### src/rtl/cpwm_pkg.sv
package cpwm_pkg;

  // register addresses; channel registers follow in pairs
  localparam int unsigned REG_START = 0;
  localparam int unsigned REG_TOP   = 1;
  localparam int unsigned REG_STAT  = 2;
  localparam int unsigned REG_COUNT = 3;
  localparam int unsigned REG_CH0   = 4;

  // channel mode values
  localparam logic [1:0] MODE_OFF = 2'b00;

  typedef struct packed {
    logic       irq_en;
    logic [1:0] mode;
  } ch_ctl_t;

  function automatic int unsigned cmp_addr(input int unsigned ch);
    return REG_CH0 + 2 * ch;
  endfunction

  function automatic int unsigned ctl_addr(input int unsigned ch);
    return REG_CH0 + 2 * ch + 1;
  endfunction

endpackage

### src/rtl/cpwm_regs.sv
module cpwm_regs
  import cpwm_pkg::*;
#(
  parameter int CNT_W    = 16,
  parameter int NUM_CH   = 4,
  parameter int ADDR_W   = 5,
  parameter int INIT_RST = 0,
  parameter int MOD_RST  = 255
) (
  input  logic                           clk,
  input  logic                           rst,
  input  logic                           wr_en,
  input  logic [ADDR_W-1:0]              wr_addr,
  input  logic [CNT_W-1:0]               wr_data,
  input  logic                           load,
  output logic [CNT_W-1:0]               start_q,
  output logic [CNT_W-1:0]               top_buf,
  output logic [CNT_W-1:0]               top_act,
  output logic [NUM_CH-1:0][CNT_W-1:0]   cmp_buf,
  output logic [NUM_CH-1:0][CNT_W-1:0]   cmp_act,
  output ch_ctl_t [NUM_CH-1:0]           ctl_q
);

  localparam logic [CNT_W-1:0] START_RV = CNT_W'(INIT_RST);
  localparam logic [CNT_W-1:0] TOP_RV   = CNT_W'(MOD_RST);

  always_ff @(posedge clk) begin
    if (rst) begin
      start_q <= START_RV;
      top_buf <= TOP_RV;
      top_act <= TOP_RV;
    end else begin
      if (wr_en && wr_addr == ADDR_W'(REG_START)) start_q <= wr_data;
      if (wr_en && wr_addr == ADDR_W'(REG_TOP))   top_buf <= wr_data;
      if (load) top_act <= top_buf;
    end
  end

  for (genvar k = 0; k < NUM_CH; k++) begin : g_ch
    localparam logic [ADDR_W-1:0] A_CMP = ADDR_W'(cmp_addr(k));
    localparam logic [ADDR_W-1:0] A_CTL = ADDR_W'(ctl_addr(k));

    always_ff @(posedge clk) begin
      if (rst) begin
        cmp_buf[k] <= '0;
        cmp_act[k] <= '0;
        ctl_q[k]   <= '0;
      end else begin
        if (wr_en && wr_addr == A_CMP) cmp_buf[k] <= wr_data;
        if (wr_en && wr_addr == A_CTL) ctl_q[k] <= ch_ctl_t'(wr_data[2:0]);
        if (load) cmp_act[k] <= cmp_buf[k];
      end
    end
  end

endmodule

### src/rtl/cpwm_updown.sv
module cpwm_updown #(
  parameter int CNT_W    = 16,
  parameter int INIT_RST = 0
) (
  input  logic             clk,
  input  logic             rst,
  input  logic [CNT_W-1:0] start_q,
  input  logic [CNT_W-1:0] top_act,
  input  logic             ovf_clr,
  output logic [CNT_W-1:0] cnt_q,
  output logic             up_q,
  output logic             load,
  output logic             tof_q
);

  localparam logic [CNT_W-1:0] ONE = CNT_W'(1);

  logic running;
  logic ovf_set;

  assign running = top_act > start_q;
  assign load    = cnt_q <= start_q;
  assign ovf_set = running && (cnt_q == top_act);

  always_ff @(posedge clk) begin
    if (rst) begin
      cnt_q <= CNT_W'(INIT_RST);
      up_q  <= 1'b1;
      tof_q <= 1'b0;
    end else begin
      tof_q <= ovf_set | (tof_q & ~ovf_clr);
      if (!running) begin
        cnt_q <= start_q;
        up_q  <= 1'b1;
      end else if (up_q) begin
        if (cnt_q >= top_act) begin
          cnt_q <= cnt_q - ONE;
          up_q  <= 1'b0;
        end else begin
          cnt_q <= cnt_q + ONE;
        end
      end else begin
        if (cnt_q <= start_q) begin
          cnt_q <= cnt_q + ONE;
          up_q  <= 1'b1;
        end else begin
          cnt_q <= cnt_q - ONE;
        end
      end
    end
  end

endmodule

### src/rtl/cpwm_chan.sv
module cpwm_chan
  import cpwm_pkg::*;
#(
  parameter int CNT_W = 16
) (
  input  logic             clk,
  input  logic             rst,
  input  logic [CNT_W-1:0] cnt_q,
  input  logic             up_q,
  input  logic [CNT_W-1:0] cmp_act,
  input  ch_ctl_t          ctl,
  input  logic             clr,
  output logic             out_q,
  output logic             oe_q,
  output logic             flag_q,
  output logic             irq
);

  logic hit;
  logic drive;

  assign hit   = cnt_q == cmp_act;
  assign drive = ctl.mode != MODE_OFF;
  assign irq   = flag_q & ctl.irq_en;

  always_ff @(posedge clk) begin
    if (rst) begin
      out_q  <= 1'b0;
      oe_q   <= 1'b0;
      flag_q <= 1'b0;
    end else begin
      oe_q   <= drive;
      flag_q <= hit | (flag_q & ~clr);
      if (!drive)
        out_q <= 1'b0;
      else if (hit)
        out_q <= ctl.mode[0] ? up_q : ~up_q;
    end
  end

endmodule

### src/rtl/cpwm_timer.sv
module cpwm_timer
  import cpwm_pkg::*;
#(
  parameter int CNT_W    = 16,
  parameter int NUM_CH   = 4,
  parameter int ADDR_W   = 5,
  parameter int INIT_RST = 0,
  parameter int MOD_RST  = 255
) (
  input  logic              clk,
  input  logic              rst,
  input  logic              wr_en,
  input  logic [ADDR_W-1:0] wr_addr,
  input  logic [CNT_W-1:0]  wr_data,
  input  logic [ADDR_W-1:0] rd_addr,
  output logic [CNT_W-1:0]  rd_data,
  output logic [NUM_CH-1:0] ch_out,
  output logic [NUM_CH-1:0] ch_oe,
  output logic [NUM_CH-1:0] ch_irq,
  output logic              tof
);

  localparam int STAT_W = NUM_CH + 1;

  logic [CNT_W-1:0]             start_q;
  logic [CNT_W-1:0]             top_buf;
  logic [CNT_W-1:0]             top_act;
  logic [NUM_CH-1:0][CNT_W-1:0] cmp_buf;
  logic [NUM_CH-1:0][CNT_W-1:0] cmp_act;
  ch_ctl_t [NUM_CH-1:0]         ctl_q;
  logic [NUM_CH-1:0][1:0]       ch_mode;
  logic [CNT_W-1:0]             cnt_q;
  logic                         up_q;
  logic                         load;
  logic [NUM_CH-1:0]            ch_flag;
  logic [STAT_W-1:0]            clr_bits;
  logic [CNT_W-1:0]             rd_next;

  assign clr_bits = (wr_en && wr_addr == ADDR_W'(REG_STAT)) ? wr_data[STAT_W-1:0] : '0;

  cpwm_regs #(
    .CNT_W(CNT_W), .NUM_CH(NUM_CH), .ADDR_W(ADDR_W),
    .INIT_RST(INIT_RST), .MOD_RST(MOD_RST)
  ) u_regs (
    .clk(clk), .rst(rst), .wr_en(wr_en), .wr_addr(wr_addr), .wr_data(wr_data),
    .load(load), .start_q(start_q), .top_buf(top_buf), .top_act(top_act),
    .cmp_buf(cmp_buf), .cmp_act(cmp_act), .ctl_q(ctl_q)
  );

  cpwm_updown #(.CNT_W(CNT_W), .INIT_RST(INIT_RST)) u_cnt (
    .clk(clk), .rst(rst), .start_q(start_q), .top_act(top_act),
    .ovf_clr(clr_bits[NUM_CH]), .cnt_q(cnt_q), .up_q(up_q), .load(load), .tof_q(tof)
  );

  for (genvar k = 0; k < NUM_CH; k++) begin : g_ch
    assign ch_mode[k] = ctl_q[k].mode;
    cpwm_chan #(.CNT_W(CNT_W)) u_chan (
      .clk(clk), .rst(rst), .cnt_q(cnt_q), .up_q(up_q), .cmp_act(cmp_act[k]),
      .ctl(ctl_q[k]), .clr(clr_bits[k]), .out_q(ch_out[k]), .oe_q(ch_oe[k]),
      .flag_q(ch_flag[k]), .irq(ch_irq[k])
    );
  end

  always_comb begin
    rd_next = '0;
    if (rd_addr == ADDR_W'(REG_START)) rd_next = start_q;
    if (rd_addr == ADDR_W'(REG_TOP))   rd_next = top_buf;
    if (rd_addr == ADDR_W'(REG_STAT))  rd_next = CNT_W'({tof, ch_flag});
    if (rd_addr == ADDR_W'(REG_COUNT)) rd_next = cnt_q;
    for (int k = 0; k < NUM_CH; k++) begin
      if (rd_addr == ADDR_W'(cmp_addr(k))) rd_next = cmp_buf[k];
      if (rd_addr == ADDR_W'(ctl_addr(k))) rd_next = CNT_W'(ctl_q[k]);
    end
  end

  always_ff @(posedge clk) begin
    if (rst) rd_data <= '0;
    else     rd_data <= rd_next;
  end

endmodule

### config.mk
export PLATFORM = sky130hd
export DESIGN_NAME = cpwm_timer
export DESIGN_NICKNAME = d
export VERILOG_FILES = /design/src/rtl/cpwm_pkg.sv /design/src/rtl/cpwm_regs.sv /design/src/rtl/cpwm_updown.sv /design/src/rtl/cpwm_chan.sv /design/src/rtl/cpwm_timer.sv
export SDC_FILE = /design/constraint.sdc
export NUM_CORES = 1
export LEC_CHECK = 0
export BUFFER_PORTS_ARGS = -buffer_cell sky130_fd_sc_hd__buf_2
export CORE_MARGIN = 2
export CORE_UTILIZATION = 30
export CTS_BUF_LIST = sky130_fd_sc_hd__clkbuf_4 sky130_fd_sc_hd__clkbuf_8
export DETAILED_ROUTE_END_ITERATION = 7
export PLACE_DENSITY = 0.54
export SYNTH_ARGS = -nofsm -noshare
export SYNTH_HDL_FRONTEND = slang
export SYNTH_HIERARCHICAL = 1
export SYNTH_SLANG_ARGS = --single-unit
### constraint.sdc
create_clock -name clk -period 3.5 [get_ports clk]
set_input_delay 0.7 -clock clk [delete_from_list [all_inputs] [get_ports clk]]
set_output_delay 0.7 -clock clk [all_outputs]
set_load 0.1 [all_outputs]
==> results of run 1 <==
critical path: stages (launching register included):
cell and delay (ps):
dfxtp_1 340, inv_1 90, ha_1 330, nand4_1 190, nor4_2 420, nand4_1 260, o31ai_4 170, o2bb2ai_4 320
buf_4 290, mux2i_1 250, mux2i_1 280, o31ai_1 100
cells by family (layout without fill, tap and decap cells):
kind of cell / after synthesis / in the layout
xor+xnor: 71 / 71
flops: 234 / 234
buf+inv: 112 / 200
fa+ha+maj: 50 / 50
simple gates: 474 / 474
mux: 193 / 193
compound gates: 160 / 160
synth_stat cells (all sizes together) (8+ instances only):
library cell  number
dfxtp            234
mux2i            192
nor2             130
nand2b           129
xor2              64
nand2             54
ha                50
buf               43
inv               39
a21oi             38
clkbuf            30
a22oi             26
nor4              23
nor2b             22
nor3              22
a31oi             19
nand4             18
and2              14
nand3             14
a222oi            13
o21ai             13
a211o             10
nor3b             10
and3               8
area by class of cell:
cell class,instances,area (sq um)
Inverter,39,146.4
Multi-Input combinational cell,948,6967
Clock inverter,7,71.32
Sequential cell,234,4684
Fill cell,4053,26050
Timing Repair Buffer,91,571.8
Tap cell,525,656.9
Clock buffer,63,767.0
worst paths after layout:
| kind | startpoint | end |
|---|---|---|
| worst max-delay path | u_regs/start_q[11] | u_cnt/cnt_q[5] |
| worst min register to register | g_ch[1].u_chan/out_q | g_ch[1].u_chan/out_q |
| worst min-delay path | wr_data[6] | u_regs/top_buf[6] |
| worst max register to register | u_regs/start_q[11] | u_cnt/cnt_q[5] |
power by group through the flow:
stage	Sequential [mW]	Combinational, mW	Clock (mW)
finish	2.91	4.42	2.62
global route	2.93	4.70	2.82
CTS	2.92	4.38	2.71
detailed placement	2.97	4.37	0
global placement	2.97	4.37	0
floorplan	3.06	3.34	0
state kept, by name, indices dropped and copies added, names as in the netlist:
signal	cells
u_regs/top_act	16
u_cnt/tof_q	1
u_regs/top_buf	16
u_regs/start_q	16
g_ch.u_chan/out_q	4
rd_data	16
u_cnt/cnt_q	16
u_regs/ctl_q	12
u_cnt/up_q	1
u_regs/cmp_buf	64
g_ch.u_chan/flag_q	4
u_regs/cmp_act	64
g_ch.u_chan/oe_q	4
per-layer routing:
| metal | track usage | vias to the layer above |
|---|---|---|
| li1 | - | 4691 |
| met1 | 0.2304 | 4745 |
| met2 | 0.2949 | 208 |
| met3 | 0.02518 | 66 |
| met4 | 0.05601 | 0 |
| met5 | 0 | - |
through the flow:
stage,instances,hold WS [ps],util
final,1907,402.8,0.3474
after detailed placement,1837,458.0,0.3264
after global routing,1907,409.6,0.3474
after CTS,1907,371.2,0.3474
after global placement,1837,450.8,0.3264
after floorplan,1294,447.2,-
==> metrics, run 1 <==
Starting Density 0.3055; Startpoint Class flip-flop; root buf cell clkbuf_8; CP arrival between 3000 and 4000 ps; maximum capacitance violations 0; post-place setup slack around 370 ps; dpl hpwl roughly 26 mm; hold_buf cts 0; Design Area, Final around 14,000 sq um; final wirelength between 30 and 40 mm; Post-synth top flop dfxtp_1; Final Total Pwr around 10 mW; P_int about 6.1 mW; clock sink count ~230; drt pass-1 iters 5; H-tree depth 2; Post-synth EDFFs 0; initial antenna violation count 0; Die W approximately 210 um; CTS buffer count 42; Fin Clk Skew ~43 ps; maximum clock rate a little over 0.3 GHz; Avg Inst Size Synth around 9.4 sq um; Yosys warning total 6; clock buffer depth 3; met2 wire len about 18 mm; Worst Tran Pin Value about 840 ps; Cell Rows 73; unrepaired setup endpoints after global routing false; commonest non-fill, non-tap cell in the layout dfxtp_1; dpl cell area approximately 13,000 sq um; Final Max Tran Viols 0; drt wl/cell between 15 and 20 um; IO Count 58; Flop pwr share 0.293; post-route ant nets 0; main area contributors after synthesis dfxtp_1, mux2i_1, nand2b_1, ha_1, xor2_1; final hold vios 0; Power per Cell Area a little over 700 nW/um^2; crit end category flip-flop; Port Buffers 57; Sw Share 0.3915; Via density 5.092; Cells after Synth between 1,000 and 1,500; Synth Area in XOR/XNOR 0.05099; layout cells sized above 1 0.1346; mux contribution to synthesized area 0.1585; asr flop ratio synth 0; hold depth 3; GRT Overall Usage 0.1753; DR top layer met4; Skew-Pair Late Insertion Delay between 500 and 600 ps; Final period util 0.9175; first-pass GRT wire length about 57 mm; CTS tree built; critical setup path kind flip-flop to flip-flop; RePlAce Congestion 0.8447; Synth area leader dfxtp_1; Peak VDD IR roughly 1.5 mV; die area around 42,000 sq um; Comb pwr share 0.444; Max FO, Critical Path 21; Vias around 9,700; crit path time final 3211 ps; vias in the first global route 9,581; Slew headroom 0.4390; Critical Path RT 3920 ps; P_sw between 3 and 4 mW; Die Ht between 200 and 250 um; # Post-CTS Setup Buffers 0; setup TNS 0 ps; FF-to-FF path depth 11; Min-Delay Path Class input port to flip-flop; pin count of the biggest net entering global routing approximately 100; post-synthesis compound-gate area fraction 0.09654; 1st-iter DRT viols just over 700; PostCTS Resize Cnt 0; flops & latches, synth between 200 and 250; Core Region approximately 40,000 sq um; register area share after synthesis 0.3841; DR DRC count 0; count of unique library cells instantiated by Yosys roughly 80; worst setup margin about 290 ps; diodes inserted 0; status finished clean; Nets around 1,400; most frequent cells in the layout dfxtp_1, mux2i_1, nor2_1, nand2b_1, xor2_1; Clock power frac 0.264; met1 WL ~17 mm; largest family of logic cells by synthesized area simple AND/OR/NAND/NOR gates; area grow syn2layout 13.69%; post-synthesis simple-gate area fraction 0.2139; flop2flop setup slack 290 ps; Congestion Overflow GR 0; Pleak 6.259 nW; adder-cell share of the synthesized area 0.05130; Synth top area share 0.3841; Synth Net Count about 1,400; # setup viols final 0; clk slew on worst S/H paths 60 ps; WL met3 around 1.4 mm; Synth Cell Area around 12,000 sq um
Power figures use the tool's default switching activity.
==> run 2, diff against run 1 <==
ABC_AREA = 1   (was unset)
==> run 2 against run 1 <==
Via count up 36%; die area up 11%; power up 30%; synthesized cell count up 70%; synthesized area up 12%; combinational power up 43%; worst hold slack worse by 63 ps; clock skew down 10 ps; critical path depth up 4; final area up 11%; sequential power up 24%; maximum frequency up 19%; critical path type unchanged.
==> metrics, run 2 <==
status finished clean; Final Max Tran Viols 0; Flop pwr share 0.279; Die W 217.0 um; Synth top area share 0.3441; Synth top cells by count nand2_1, inv_1, nor2_1; most frequent cells in the layout nand2_1, inv_1, nor2_1; IO Count 58; post-place setup slack about 810 ps; count leader, synth nand2_1; Post-synth EDFFs 0; post-route ant nets 0; hold_buf cts 0; P_int 6.913 mW; Peak VDD IR 1.424 mV; Sw Share 0.4674; Power per Cell Area approximately 840 nW/um^2; Yosys warning total 6; Synth area leader dfxtp_1; worst hold margin ~340 ps; final wirelength roughly 45 mm; Post-synth top flop dfxtp_1; drt pass-1 iters 5; Vias 13,160; vias in the first global route approximately 12,000; Die Ht ~220 um; Worst Tran Pin Value between 800 and 900 ps; Starting Density 0.3019; clock sink count 234; Clock power frac 0.233; biggest regs u_regs/cmp_act (64), u_regs/cmp_buf (64); clk slew on worst S/H paths 60 ps; H-tree depth 2; PostCTS Resize Cnt 0; critical setup path kind flip-flop to flip-flop; Max FO, Critical Path 18; Final period util 0.7736; Port Buffers 57; asr flop ratio synth 0; Pleak roughly 7.5 nW; final hold vios 0; setup TNS 0 ps; Critical Path RT a little over 4000 ps; Avg Inst Size Synth approximately 6.2 sq um; CP arrival between 3000 and 4000 ps; count of unique library cells instantiated by Yosys 34; Slew headroom 0.4357; Comb pwr share 0.488; Skew-Pair Late Insertion Delay 620 ps; # Post-CTS Setup Buffers 0; DR DRC count 0; Synth Net Count 2,285; Cell Rows between 70 and 80; Via density 4.572; CTS buffer count 45; unrepaired setup endpoints after global routing false; Startpoint Class flip-flop; Fin Clk Skew between 30 and 40 ps; flops & latches, synth approximately 230; Synth Cell Area between 10,000 and 15,000 sq um; die area ~47,000 sq um; RePlAce Congestion a little under 0.9; 1st-iter DRT viols approximately 1,000; dpl hpwl between 30 and 40 mm; drt wl/cell 15.55 um; Final Total Pwr about 13 mW; Nets approximately 2,300; Core Region about 45,000 sq um; initial antenna violation count 0; Min-Delay Path Class input port to flip-flop; GRT Overall Usage 0.1897; crit end category flip-flop; maximum capacitance violations 0; P_sw approximately 6.1 mW; main area contributors after synthesis dfxtp_1, nand2_1, inv_1, nor2_1, nand3_1; clock buffer depth 3; Congestion Overflow GR 0; worst setup margin 792.3 ps; pin count of the biggest net entering global routing roughly 120; maximum clock rate 0.3693 GHz; root buf cell clkbuf_8; register area share after synthesis 0.3441; Cells after Synth 2,206; area grow syn2layout 13.34%; CTS tree built; crit path time final 2708 ps; commonest non-fill, non-tap cell in the layout nand2_1; layout cells sized above 1 0.09219; first-pass GRT wire length ~70 mm; # setup viols final 0
==> run 2: final cells by class <==
type,instances,area [sq um]
fillers,4906,29660
multi-input cells,1467,6947
flip-flops and latches,234,4684
inverters,422,1587
clock buffers,71,889.6
well taps,600,750.7
repair buffers,78,480.5
clock inverters,6,90.09
diodes,1,2.502
==> run 2: through the flow <==
stage                     cells    util  area [sq um]
after floorplan            2206       -         13610
after global placement     2801  0.3205         14450
after detailed placement   2801  0.3205         14450
after CTS                  2878  0.3422         15430
after global routing       2878  0.3422         15430
final                      2879  0.3422         15430
==> run 2: logic make-up (layout without fill, tap and decap cells) <==
family | Yosys count | count (layout) | synth area share
compound gates | 240 | 240 | 0.08997
xor+xnor | 31 | 31 | 0.01994
fa+ha+maj | 50 | 50 | 0.04595
buf+inv | 505 | 577 | 0.1464
flops | 234 | 234 | 0.3441
other cells | 0 | 1 | 0
simple gates | 1146 | 1146 | 0.3536
==> run 2: critical path, cell delays in order (launching register included) <==
cell and delay [ps]:
dfxtp_1 780, ha_1 370, nand2_1 80, nand2_1 50, nand2_1 50, nand2_1 50, a21oi_1 150, nand2_1 100
nand2_4 200, nand2_1 80, buf_4 190, nand2_2 200, nor2_1 80, nand2_1 80, nand2_1 50, nor2_1 110
==> run 2: path summary, 6_finish.rpt <==
kind | to | start | slack, ps | depth (start not counted)
max | u_cnt/cnt_q[1] | u_cnt/cnt_q[9] | 790 | 15
min | u_regs/start_q[14] | wr_data[14] | 340 | 3
max reg2reg | u_cnt/cnt_q[1] | u_cnt/cnt_q[9] | 790 | 15
min reg2reg | u_regs/cmp_act[54] | u_regs/cmp_buf[54] | 470 | 2
==> run 2: power by group through the flow <==
stage	sequential (mW)	combinational (mW)	clock (mW)
after detailed placement	3.68	6.26	0
after floorplan	3.54	4.84	0
after global placement	3.67	6.13	0
after CTS	3.62	6.29	3.11
final	3.62	6.34	3.02
after global routing	3.69	7.20	3.22
==> run 2: per-layer routing <==
layer  GRT usage  up-vias  wire, um
met2      0.3173      339     20580
met3     0.02544       87      2190
li1            -     6806         -
met1      0.2449     5932     20330
met4     0.08014        0      1677
met5           0        -         0
==> run 3, diff against run 2 <==
clock period = 2.8 ns   (was 3.5 ns; I/O delays follow)
==> run 3 against run 2 <==
Final cell count is 0.97% higher; largest cell class unchanged; via count increased by 1.5%; largest power group unchanged; critical path depth is 4 lower.
==> metrics, run 3 (synthesis results as in run 2) <==
status finished clean; Min-Delay Path Class input port to flip-flop; clock buffer depth 3; crit end category flip-flop; Critical-path top delay cell dfxtp_1; die area approximately 47,000 sq um; Starting Density 0.3019; # setup viols final 0; # Post-CTS Setup Buffers 0; Design Area, Final about 16,000 sq um; pin count of the biggest net entering global routing just under 90; commonest non-fill, non-tap cell in the layout nand2_1; drt pass-1 iters 6; GRT Overall Usage 0.1920; Fin Clk Skew 22.10 ps; biggest regs u_regs/cmp_act (64), u_regs/cmp_buf (64); Max FO, Critical Path 43; layout cells sized above 1 0.1032; Placed Cells around 2,800; DR DRC count 0; Port Buffers between 50 and 60; Non-Filler Instances about 2,900; Die W 217.0 um; Power per Cell Area about 1100 nW/um^2; Crit path buffers/inverters 3; dpl hpwl ~32 mm; worst setup margin ~390 ps; CTS tree built; Core Region around 45,000 sq um; cells along the critical path inv_1 -> ha_1 -> nand2_1 -> o21ai_0 -> a21oi_1 -> nand2_1 -> nand2_4 -> buf_12 -> buf_4 -> o21ai_0 -> a21oi_1; vias in the first global route around 13,000; most frequent cells in the layout nand2_1, inv_1, nor2_1; Via density 4.595; Critical Path RT 3310 ps; Die Ht 217.0 um; PostCTS Resize Cnt 0; Worst path max stage delay approximately 390 ps; 1st-iter DRT viols 878; first-pass GRT wire length 70.46 mm; maximum clock rate roughly 0.41 GHz; Congestion Overflow GR 0; clock sink count 234; Skew-Pair Late Insertion Delay 600 ps; root buf cell clkbuf_8; FF-to-FF path depth 11; Pleak roughly 7.7 nW; reg2reg end u_regs/cmp_act[8]; crit path time final approximately 2400 ps; CP Launch Point u_regs/start_q[15]; Cell Rows 78; CP arrival 2920 ps; Levels on crit path 11; final hold vios 0; filler instances approximately 5,000; worst r2r src u_regs/start_q[15]; RePlAce Congestion between 0.9 and 1; Critical path destination u_regs/cmp_act[8]; post-place setup slack about 450 ps; Vias about 13,000; Worst Tran Pin Value 824.6 ps; area grow syn2layout 14.90%; Slew headroom 0.4482; final wirelength approximately 46 mm; critical setup path kind flip-flop to flip-flop; setup TNS 0 ps; Peak VDD IR around 0.99 mV; Startpoint Class flip-flop; CP top delay family compound AO/OA/AOI/OAI gates; dpl cell area roughly 15,000 sq um; Final Max Tran Viols 0; clk slew on worst S/H paths about 60 ps; Final period util 0.8611; IO Count between 50 and 60; drt wl/cell between 15 and 20 um; hold_buf cts 0; unrepaired setup endpoints after global routing false; flop2flop setup slack 390 ps; initial antenna violation count 0; CTS buffer count 43; maximum capacitance violations 0; post-route ant nets 0; H-tree depth 2; Nets ~2,400
run 3: worst min-delay path, cell delays in order:
cell and delay [ps]:
buf_2 90, nor2_1 40, nor2_1 80
run 3: per-stage QoR:
step	util	total power [mW]	hold slack, ps
final	0.3469	16.84	216.7
after global routing	0.3469	18.19	220.8
after CTS	0.3469	16.87	187.9
after detailed placement	0.3260	13.15	464.7
after global placement	0.3260	12.99	457.9
after floorplan	-	10.47	444.2
run 3: worst min-delay path by stage:
stage                                  start                 end  depth (start not counted)  slack [ps]
after floorplan           u_regs/cmp_buf[63]  u_regs/cmp_act[63]                          2         440
after global placement    u_regs/cmp_buf[40]  u_regs/cmp_act[40]                          2         460
after detailed placement  u_regs/cmp_buf[12]  u_regs/cmp_act[12]                          2         460
after CTS                         wr_data[8]   u_regs/start_q[8]                          3         190
after global routing             wr_data[10]  u_regs/start_q[10]                          3         220
final                            wr_data[10]  u_regs/start_q[10]                          3         220
run 3: where the power goes:
part / internal (mW) / switching (mW) / total [mW]
Clock: 2.07 / 1.59 / 3.65
Combinational: 3.09 / 5.85 / 8.94
Sequential: 3.91 / 0.346 / 4.25
run 3: cell type report:
type                            instances  area [sq um]  share of cell area
Antenna cell                            1         2.502           0.0001600
Clock buffer                           64         818.3             0.05231
Clock inverter                         11         122.6            0.007839
Inverter                              422          1587              0.1014
Multi-Input combinational cell       1467          6947              0.4441
Sequential cell                       234          4684              0.2995
Tap cell                              600         750.7             0.04799
Timing Repair Buffer                  108         730.7             0.04671
run 3: routing by layer:
layer	part of all wire	track usage	up-vias	routed length (um)
met5	0	0	-	0
met1	0.45	0.2462	6065	20300
li1	-	-	6860	-
met3	0.047	0.02096	95	2131
met4	0.039	0.08105	0	1796
met2	0.47	0.3269	338	21270
